--- config.mk ---
export PLATFORM = sky130hd
export DESIGN_NAME = dma2_top
export DESIGN_NICKNAME = d
export VERILOG_FILES = /design/src/rtl/dma2_pkg.sv /design/src/rtl/dma2_arb.sv /design/src/rtl/dma2_chan.sv /design/src/rtl/dma2_top.sv
export SDC_FILE = /design/constraint.sdc
export NUM_CORES = 1
export LEC_CHECK = 0
export BUFFER_PORTS_ARGS = -buffer_cell sky130_fd_sc_hd__buf_2
export CELL_PAD_IN_SITES_DETAIL_PLACEMENT = 0
export CELL_PAD_IN_SITES_GLOBAL_PLACEMENT = 1
export CORE_MARGIN = 4
export CORE_UTILIZATION = 44
export CTS_CLUSTER_SIZE = 30
export DETAILED_ROUTE_END_ITERATION = 10
export PLACE_DENSITY_LB_ADDON = 0.1
export SLEW_MARGIN = 20
export SYNTH_ARGS = -nofsm -noshare
export SYNTH_HDL_FRONTEND = slang
export SYNTH_SLANG_ARGS = --single-unit
--- constraint.sdc ---
create_clock -name clk -period 3.7 [get_ports clk]
set_clock_uncertainty 0.2 [all_clocks]
set_input_delay 0 -clock clk [delete_from_list [all_inputs] [get_ports clk]]
set_output_delay 0 -clock clk [all_outputs]
set_load 0.005 [all_outputs]
--- src/rtl/dma2_pkg.sv ---
package dma2_pkg;
    localparam int NCH   = 2;
    localparam int BUS_W = 32;

    typedef enum logic [1:0] {SZ_BYTE = 2'd0, SZ_HALF = 2'd1, SZ_WORD = 2'd2, SZ_BAD = 2'd3} unit_e;

    typedef struct packed {
        logic  irq_en;
        logic  ext_trig;
        logic  burst;
        logic  dst_hold;
        logic  src_hold;
        unit_e size;
    } chan_cfg_t;

    typedef enum logic [1:0] {EN_IDLE, EN_GRANT, EN_READ, EN_WRITE} eng_state_e;

    typedef struct packed {
        eng_state_e        state;
        logic              ch;
        logic              last;
        logic [BUS_W-1:0]  hold;
    } eng_t;
endpackage

--- src/rtl/dma2_arb.sv ---
module dma2_arb (
    input  logic [1:0] req,
    input  logic       rr_mode,
    input  logic       last,
    output logic       any,
    output logic       pick
);
    always_comb begin
        any  = |req;
        pick = (&req) ? (rr_mode & ~last) : req[1];
    end
endmodule

--- src/rtl/dma2_chan.sv ---
module dma2_chan
    import dma2_pkg::*;
#(
    parameter int ADDR_W = 32,
    parameter int CNT_W  = 16
) (
    input  logic              clk,
    input  logic              rst_n,
    input  logic              wr_en,
    input  logic [1:0]        wr_sel,
    input  logic [31:0]       wr_data,
    input  logic [1:0]        rd_sel,
    output logic [31:0]       rd_data,
    input  logic              ext_req,
    input  logic              beat_done,
    input  logic              fail,
    output logic [ADDR_W-1:0] src_addr,
    output logic [ADDR_W-1:0] dst_addr,
    output chan_cfg_t         cfg,
    output logic              active,
    output logic              req,
    output logic              last_beat,
    output logic              irq
);
    localparam int REM_W = CNT_W + 1;

    typedef struct packed {
        logic [ADDR_W-1:0] src;
        logic [ADDR_W-1:0] dst;
        logic [REM_W-1:0]  rem;
        chan_cfg_t         cfg;
        logic              active;
        logic              done;
        logic              err;
    } chan_t;

    chan_t q, d;

    function automatic logic misaligned(input logic [ADDR_W-1:0] a, input unit_e s);
        case (s)
            SZ_HALF: misaligned = a[0];
            SZ_WORD: misaligned = |a[1:0];
            default: misaligned = 1'b0;
        endcase
    endfunction

    function automatic logic [ADDR_W-1:0] step_of(input unit_e s);
        case (s)
            SZ_HALF: step_of = ADDR_W'(2);
            SZ_WORD: step_of = ADDR_W'(4);
            default: step_of = ADDR_W'(1);
        endcase
    endfunction

    unit_e new_size;
    logic  bad_start;

    always_comb begin
        new_size  = unit_e'(wr_data[3:2]);
        bad_start = (new_size == SZ_BAD) || misaligned(q.src, new_size) || misaligned(q.dst, new_size);
        d = q;
        if (beat_done) begin
            if (!q.cfg.src_hold) d.src = q.src + step_of(q.cfg.size);
            if (!q.cfg.dst_hold) d.dst = q.dst + step_of(q.cfg.size);
            d.rem = q.rem - REM_W'(1);
            if (q.rem == REM_W'(1)) begin
                d.active = 1'b0;
                d.done   = 1'b1;
            end
        end
        if (fail) begin
            d.active = 1'b0;
            d.err    = 1'b1;
        end
        if (wr_en) begin
            case (wr_sel)
                2'd0: d.src = wr_data[ADDR_W-1:0];
                2'd1: d.dst = wr_data[ADDR_W-1:0];
                2'd2: d.rem = {1'b0, wr_data[CNT_W-1:0]};
                default: begin
                    d.cfg = chan_cfg_t'(wr_data[8:2]);
                    if (wr_data[16]) d.done = 1'b0;
                    if (wr_data[17]) d.err  = 1'b0;
                    if (wr_data[1]) begin
                        d.active = 1'b0;
                    end else if (wr_data[0] && !q.active) begin
                        if (bad_start) begin
                            d.err = 1'b1;
                        end else begin
                            d.active = 1'b1;
                            if (q.rem == '0) d.rem = REM_W'(1) << CNT_W;
                        end
                    end
                end
            endcase
        end
    end

    always_ff @(posedge clk) begin
        if (!rst_n) q <= '0;
        else        q <= d;
    end

    always_comb begin
        src_addr  = q.src;
        dst_addr  = q.dst;
        cfg       = q.cfg;
        active    = q.active;
        req       = q.active && (!q.cfg.ext_trig || ext_req);
        last_beat = (q.rem == REM_W'(1));
        irq       = q.cfg.irq_en && (q.done || q.err);
        case (rd_sel)
            2'd0:    rd_data = 32'(q.src);
            2'd1:    rd_data = 32'(q.dst);
            2'd2:    rd_data = 32'(q.rem[CNT_W-1:0]);
            default: rd_data = {14'd0, q.err, q.done, 7'd0, q.cfg, 1'b0, q.active};
        endcase
    end

    // the final unit ends the block and sets done
    a_r10_final_unit_done: assert property (@(posedge clk) disable iff (!rst_n)
        (beat_done && q.rem == REM_W'(1) && !fail && !wr_en) |=> (!q.active && q.done));

    // an error response stops the channel and records it
    a_r11_fail_stops: assert property (@(posedge clk) disable iff (!rst_n)
        (fail && !wr_en) |=> (q.err && !q.active));

    // a start with the reserved size code never activates the channel
    a_r12_bad_size_start: assert property (@(posedge clk) disable iff (!rst_n)
        (wr_en && wr_sel == 2'd3 && wr_data[0] && !wr_data[1] && wr_data[3:2] == 2'd3 && !q.active)
        |=> (q.err && !q.active));
endmodule

--- src/rtl/dma2_top.sv ---
module dma2_top
    import dma2_pkg::*;
#(
    parameter int ADDR_W = 32,
    parameter int CNT_W  = 16
) (
    input  logic              clk,
    input  logic              rst_n,
    input  logic              rr_mode,
    input  logic              reg_we,
    input  logic [2:0]        reg_addr,
    input  logic [31:0]       reg_wdata,
    output logic [31:0]       reg_rdata,
    input  logic [1:0]        ext_req,
    output logic [1:0]        irq,
    output logic              bus_req,
    input  logic              bus_gnt,
    output logic              bus_valid,
    output logic              bus_write,
    output logic [ADDR_W-1:0] bus_addr,
    output logic [1:0]        bus_size,
    output logic [BUS_W-1:0]  bus_wdata,
    input  logic              bus_ready,
    input  logic [BUS_W-1:0]  bus_rdata,
    input  logic              bus_err
);
    logic [ADDR_W-1:0] src_a [NCH];
    logic [ADDR_W-1:0] dst_a [NCH];
    chan_cfg_t         cfg_a [NCH];
    logic [31:0]       rd_a  [NCH];
    logic [NCH-1:0]    act, creq, lastb, beat, failv;
    logic              arb_any, arb_pick;

    eng_t q, d;

    for (genvar i = 0; i < NCH; i++) begin : g_ch
        assign beat[i]  = (q.state == EN_WRITE) && bus_ready && !bus_err && (q.ch == 1'(i));
        assign failv[i] = ((q.state == EN_READ) || (q.state == EN_WRITE)) && bus_ready && bus_err
                          && (q.ch == 1'(i));
        dma2_chan #(.ADDR_W(ADDR_W), .CNT_W(CNT_W)) u_chan (
            .clk(clk), .rst_n(rst_n),
            .wr_en(reg_we && (reg_addr[2] == 1'(i))), .wr_sel(reg_addr[1:0]), .wr_data(reg_wdata),
            .rd_sel(reg_addr[1:0]), .rd_data(rd_a[i]),
            .ext_req(ext_req[i]), .beat_done(beat[i]), .fail(failv[i]),
            .src_addr(src_a[i]), .dst_addr(dst_a[i]), .cfg(cfg_a[i]),
            .active(act[i]), .req(creq[i]), .last_beat(lastb[i]), .irq(irq[i])
        );
    end

    dma2_arb u_arb (.req(creq), .rr_mode(rr_mode), .last(q.last), .any(arb_any), .pick(arb_pick));

    always_comb begin
        d = q;
        case (q.state)
            EN_IDLE: if (arb_any) begin
                d.ch    = arb_pick;
                d.state = EN_GRANT;
            end
            EN_GRANT: begin
                if (!act[q.ch])   d.state = EN_IDLE;
                else if (bus_gnt) d.state = EN_READ;
            end
            EN_READ: if (bus_ready) begin
                if (bus_err) d.state = EN_IDLE;
                else begin
                    d.hold  = bus_rdata;
                    d.state = EN_WRITE;
                end
            end
            default: if (bus_ready) begin
                if (!bus_err) d.last = q.ch;
                if (!bus_err && cfg_a[q.ch].burst && act[q.ch] && !lastb[q.ch]) d.state = EN_READ;
                else d.state = EN_IDLE;
            end
        endcase
    end

    always_ff @(posedge clk) begin
        if (!rst_n) q <= '{state: EN_IDLE, ch: 1'b0, last: 1'b1, hold: '0};
        else        q <= d;
    end

    always_comb begin
        reg_rdata = rd_a[reg_addr[2]];
        bus_req   = (q.state != EN_IDLE);
        bus_valid = (q.state == EN_READ) || (q.state == EN_WRITE);
        bus_write = (q.state == EN_WRITE);
        bus_addr  = bus_write ? dst_a[q.ch] : src_a[q.ch];
        bus_size  = cfg_a[q.ch].size;
        bus_wdata = q.hold;
    end

    // fixed order serves channel 0 when both request
    a_r5_fixed_order: assert property (@(posedge clk) disable iff (!rst_n)
        (q.state == EN_IDLE && creq == 2'b11 && !rr_mode) |=> (q.ch == 1'b0));

    // rotation serves the channel not served last
    a_r6_rotate: assert property (@(posedge clk) disable iff (!rst_n)
        (q.state == EN_IDLE && creq == 2'b11 && rr_mode) |=> (q.ch != $past(q.last)));

    // cycle steal releases the bus after each unit
    a_r7_steal_release: assert property (@(posedge clk) disable iff (!rst_n)
        (bus_valid && bus_write && bus_ready && !bus_err && !cfg_a[q.ch].burst) |=> !bus_req);

    // burst keeps the bus and goes straight to the next read
    a_r8_burst_hold: assert property (@(posedge clk) disable iff (!rst_n)
        (bus_valid && bus_write && bus_ready && !bus_err && cfg_a[q.ch].burst && act[q.ch] && !lastb[q.ch])
        |=> (bus_req && bus_valid && !bus_write));
endmodule

* Word level (Yosys, flattened, before mapping)
Cells that the tools add are included. Widths: inputs -> output; s select.
Cells by class: add/sub/neg operators 6, $lt $le $gt $ge 3, equal/unequal tests 17, multiplexer cells 90, bitwise operators 9, reductions and logical operators 55
Operator list (count):
- $mux 32 | 26
- $pmux 32 s3 | 2
- $mux 91 | 2
- $mux 81 | 2
- $mux 17 | 8
- $add 32x32->32 | 4
- $pmux 17 s2 | 2
- $eq 17x1->1 const B | 2
- $logic_not 17->1 | 2
- $sub 17x1->17 const B | 2
- $mux 1 | 25
- $mux 10 | 2
- $mux 2 | 10
- $logic_and 1x1->1 | 19
- $mux 5 | 3
- $eq 2x2->1 const B | 7
- $pmux 3 s2 | 2
- $reduce_or 2->1 | 6
- $eq 2x1->1 const B | 5
- $logic_or 1x1->1 | 9
- $pmux 1 s2 | 4
- $reduce_and 2->1 | 4
- $logic_not 1->1 | 6
- $not 1->1 | 6
- 14 further kinds | 20
Word-level totals: register bits after elaboration 218, output and inout port bits 103, logic and storage cells 208

* Depth between registers and ports, before layout
depth in word-level cells 14, gate-level depth with buffers 11, mapped depth without buffers 10

* By module
Synthesis repeated with hierarchy kept, for this count alone.
Unflattened totals: cells, all modules 1846, area total of the unflattened synthesis 15469.8 µm²
By module, submodules not included:
- dma2_chan (g_ch[1].u_chan) | times used 1, cells each 783, area an instance 6244.7 µm²
- dma2_chan (g_ch[0].u_chan) | times used 1, cells each 769, area an instance 6140.9 µm²
- dma2_top | times used 1, cells each 291, area an instance 3064.2 µm²
- dma2_arb | times used 1, cells each 3, area an instance 20.0 µm²

* Least setup slack after synthesis
OpenSTA, ideal clock, no wires.
kind flip-flop to flip-flop, start reg g_ch[1].u_chan.q, in the netlist g_ch[1].u_chan.cfg[0], end reg g_ch[1].u_chan.q, in the netlist g_ch[1].u_chan.src_addr[26], arrival 2438 ps, data required time 3363 ps, path slack 925 ps, cell stages (with the launch flop) 11, period minus slack after synthesis 2775 ps, path through dfxtp_1 > inv_1 > ha_1 > ha_1 > inv_1 > fa_1 > nor2b_1 > o211ai_1 > nor4_1 > a21o_1 > a31oi_1
On the way: longest elaborated chain between the ends 9, elaborated cells between the ends (all ways) 10, classes of those cells add/sub (1); eq/ne (2); mux (7)
RTL lines:
- start: declaration | line dma2_chan.sv:37 | chan_t q, d;
- start signal: assignment | line dma2_chan.sv:100 | if (!rst_n) q <= '0;
- start signal: assignment | line dma2_chan.sv:101 | else q <= d;
- $eq 2x2->1 or $eq 2x1->1 (tied branches) | line dma2_chan.sv:48 | case (s)
- $pmux 3 s2 * | line dma2_chan.sv:48
- $mux 32 * | line dma2_chan.sv:63 | if (!q.cfg.src_hold) d.src = q.src + step_of(q.cfg.size);
- $mux 32 * | line dma2_chan.sv:62 | if (beat_done) begin
- $add 32x32->32 * | line dma2_chan.sv:63
- $mux 32 * | line dma2_chan.sv:63
- $mux 81 * | line dma2_chan.sv:62
- $mux 32 | line dma2_chan.sv:76 | case (wr_sel)
- $mux 91 * | line dma2_chan.sv:75 | if (wr_en) begin
Every way passes the cells marked *; elsewhere a longest branch is shown, timed or not. The select of a mux whose other input is x is not followed. A chain may end at the register's enable or synchronous reset.

* Worst setup path after layout
start reg g_ch[1].u_chan.q, in the netlist g_ch[1].u_chan.cfg[0], end reg g_ch[1].u_chan.q, in the netlist g_ch[1].u_chan.src_addr[28]
Same word-level chain as after synthesis.

==> run summary <==
## Clock network
• **CTS Buf Count** 27
• **TritonCTS sink count** 218
• **cts repair resizes** 0
• **Root Buffer Master** sky130_fd_sc_hd__clkbuf_16
• **clock insertion delay at the later pin of the skew report** 540 ps
• **CTS Buffer Depth** 3
• **CTS tree** built
• **htree depth** 1
• **clock transition at the registers of the reported paths** 60 ps

## Yosys
• **area share of the leading cell type in the synthesized netlist** 31.5%
• **sequential area share after synthesis** 31.5%
• **total of flip-flops plus latches after synthesis** 218
• **Synth async-reset ratio** 0%
• **Post-Syn Nets** 1,767
• **number of distinct library cell variants in the gate-level netlist after synthesis** 73
• **Post-Synthesis Cells** 1,664
• **library cell with the largest summed area after synthesis** sky130_fd_sc_hd__dfxtp_1
• **commonest register cell after synthesis** sky130_fd_sc_hd__dfxtp_1
• **Warnings, synthesis** 0
• **average instance area after synthesis** 8.33 um^2
• **number of flops mapped to enable cells by yosys** 0
• **Post-Syn Area** 13,900 um^2
• **biggest area contributors in the synthesized netlist** sky130_fd_sc_hd__dfxtp_1, sky130_fd_sc_hd__mux4_2, sky130_fd_sc_hd__o21ai_0

## STA
• **number of hold-slack violations in the final timing report** 0
• **number of max-slew violations in the final report** 0
• **Worst Max-Slew Pin Slew** 992 ps
• **final sum of negative setup slack** 0 ps
• **worst-case headroom to the max-slew limit** 33.8%
• **final worst-path cycle share** 84.8%
• **top achievable clock speed** 319 MHz
• **setup repair after global routing missed its margin** no
• **fin crit period** 3140 ps
• **Final Setup Violations** 0
• **Hold WS** 116 ps

## Cells and area
• **Final Util** 55.4%
• **final instance count without filler cells** 2,308
• **fraction of final layout cells sized beyond drive strength 1** 18.0%
• **area added between synthesis and finish** 23.3%
• **diode insertion count for antenna repair** 0
• **net total in the final layout** 1,999

## Routing
• **routed via count divided by cell count** 6.02
• **routed vias** 13,900
• **count of TritonRoute iterations in the first routing pass** 6
• **Routed wire per std cell** 23.0 um
• **antenna-violating nets left** 0
• **initial DRC count** 1,262
• **DRC violations left** 0
• **drt total wl** 53.0 mm

## GRT
• **initial antenna violation count** 0
• **global routing usage on met2** 49.2%
• **total routing usage reported by global routing** 30.0%
• **layer with the highest usage** met2
• **grt met3 use** 3.89%
• **global-route wire length before repair** 80.2 mm
• **largest net degree at the start of global routing** 75
• **routing usage on met1** 41.4%
• **vias in the first global route** 13,300
• **total global routing overflow** 0

## Die
• **die width** 186 um
• **Die Y** 186 um
• **effective utilization at floorplan** 45.0%
• **top-level I/O count** 179
• **row cnt** 64
• **area of the core** 30,800 um^2
• **area enclosed by the die boundary** 34,400 um^2

## Flow run
• **max-cap violation count** 0

## Placement
• **cell count after placement** 2,121
• **I/O Buffers** 178
• **GPL Wtd Cong** 0.949
• **HPWL after detailed placement** 37.2 mm

## Status
• **result of the run** finished clean

## Critical path
• **type of the worst setup path** reg -> reg
• **largest driver fanout on the critical path** 6
• **Arr. time, crit path** 3310 ps
• **minimum setup slack among reg-to-reg paths** 560 ps
• **Critical R2R Launch** g_ch[1].u_chan.cfg[0]
• **Setup crit start** g_ch[1].u_chan.cfg[0]
• **critical path required time** 3880 ps
• **Critical Path Source Type** flip-flop
• **capturing element type of the critical path** flip-flop

## Pwr
• **leakage dissipation** 6.20 nW
• **worst ir drop on vdd** 0.360 mV
• **power per cell area** 348 nW/um^2
• **Overall Power** 5.94 mW

## Hold path
• **type of the tightest min-delay check** in -> reg
• **Worst Min Path Start** ext_req[0]

[metrics by stage]
step	instance area [um^2]	worst slack (ps)
CTS	17100	653
finish	17100	564
detailed placement	14800	668
global placement	14800	709
global route	17100	434
floorplan	13900	925
[synth_stat cells, drive strengths merged (3+ instances only)]
| master | number |
|---|---|
| a21oi | 145 |
| a221oi | 4 |
| a211oi | 23 |
| mux2 | 9 |
| inv | 49 |
| or4 | 18 |
| o22ai | 3 |
| a311oi | 4 |
| nand2b | 5 |
| nor2b | 26 |
| or2 | 7 |
| nand4 | 35 |
| a31oi | 35 |
| nand4b | 3 |
| nand3 | 49 |
| xnor2 | 78 |
| nor3b | 6 |
| o21ai | 170 |
| nor4b | 4 |
| buf | 51 |
| o21a | 4 |
| o211a | 11 |
| mux4 | 62 |
| and3 | 14 |
| mux2i | 17 |
| nor4 | 29 |
| o311ai | 3 |
| dfxtp | 218 |
| or3 | 21 |
| fa | 4 |
| nand2 | 201 |
| o31ai | 15 |
| o211ai | 11 |
| nor3 | 38 |
| and4 | 17 |
| xor2 | 37 |
| and2 | 8 |
| nor2 | 76 |
| nand3b | 5 |
| ha | 23 |
| clkbuf | 97 |
| a21o | 5 |
[per-layer routing]
layer	share of wire, %	vias to the layer above	wire length (um)
met5	0	-	0
met4	3.4	0	1820
met3	7.7	95	4070
met2	47	596	24700
met1	42	6664	22400
li1	-	6538	-
[kinds of logic (layout without fill, tap and decap cells)]
logic type	after synthesis	after routing	share of synthesized area [%]
and+or+nand+nor	569	569	21.1
AOI/OAI and AO/OA	450	450	18.9
DFF	218	218	31.5
buffers and inverters	197	445	6.52
xor gates and xnor gates	115	115	7.26
muxes	88	88	12.0
adders and majority gates	27	27	2.65
[layout make-up]
cell class              instances  area (um^2)
inverters                      49          184
clock buffers                  41          798
well taps                     396          495
repair buffers                351         2580
multi-input cells            1249         8620
fillers                      2887        13700
flip-flops and latches        218         4360
clock inverters                 4         45.0
[power breakdown]
| group | switching [mW] | total [mW] | internal [mW] | leakage (nW) |
|---|---|---|---|---|
| registers | 0.126 | 2.55 | 2.43 | 1.77 |
| clock network | 1.06 | 2.60 | 1.54 | 0.417 |
| logic | 0.427 | 0.791 | 0.364 | 4.01 |
| total | 1.61 | 5.94 | 4.33 | 6.20 |
[state kept, by name, indices dropped and copies added (netlist names)]
signal,cells
bus_wdata,32
g_ch.u_chan.active,2
q,4
g_ch.u_chan.src_addr,64
g_ch.u_chan.dst_addr,64
g_ch.u_chan.q,38
g_ch.u_chan.cfg,14
[worst paths after layout]
path / endpoint / depth (start not counted)
worst max-delay path: g_ch[1].u_chan.src_addr[28] / 11
worst min-delay path: q[35] / 6
worst max register to register: g_ch[1].u_chan.src_addr[28] / 11
worst min register to register: g_ch[1].u_chan.cfg[6] / 2
[what timing repair did]
item	4_1_cts	5_1_grt
setup buffers	0	0
hold buffers	142	0
endpoints found under the hold margin	218	0
[cell usage in the layout, fill, tap and decap left out, types with 48 or more instances in the layout]
master	synthesis	final
sky130_fd_sc_hd__dfxtp_1	218	218
sky130_fd_sc_hd__nor2_1	76	76
sky130_fd_sc_hd__xnor2_1	78	78
sky130_fd_sc_hd__buf_2	11	177
sky130_fd_sc_hd__nand2_1	199	197
sky130_fd_sc_hd__o21ai_0	169	169
sky130_fd_sc_hd__dlygate4sd3_1	0	142
sky130_fd_sc_hd__mux4_2	62	62
sky130_fd_sc_hd__inv_1	49	48
sky130_fd_sc_hd__a21oi_1	145	145
[critical path, stage by stage, from the launching register on]
cell and delay [ps]:
sky130_fd_sc_hd__dfxtp_1 400, sky130_fd_sc_hd__inv_1 70, sky130_fd_sc_hd__ha_1 330, sky130_fd_sc_hd__ha_1 190
sky130_fd_sc_hd__inv_1 60, sky130_fd_sc_hd__fa_1 400, sky130_fd_sc_hd__nor2b_1 250, sky130_fd_sc_hd__o211ai_1 400
sky130_fd_sc_hd__nor4_1 310, sky130_fd_sc_hd__buf_4 190, sky130_fd_sc_hd__a21o_1 110, sky130_fd_sc_hd__a31oi_1 70
No activity file was read; power rests on OpenSTA's default activity.
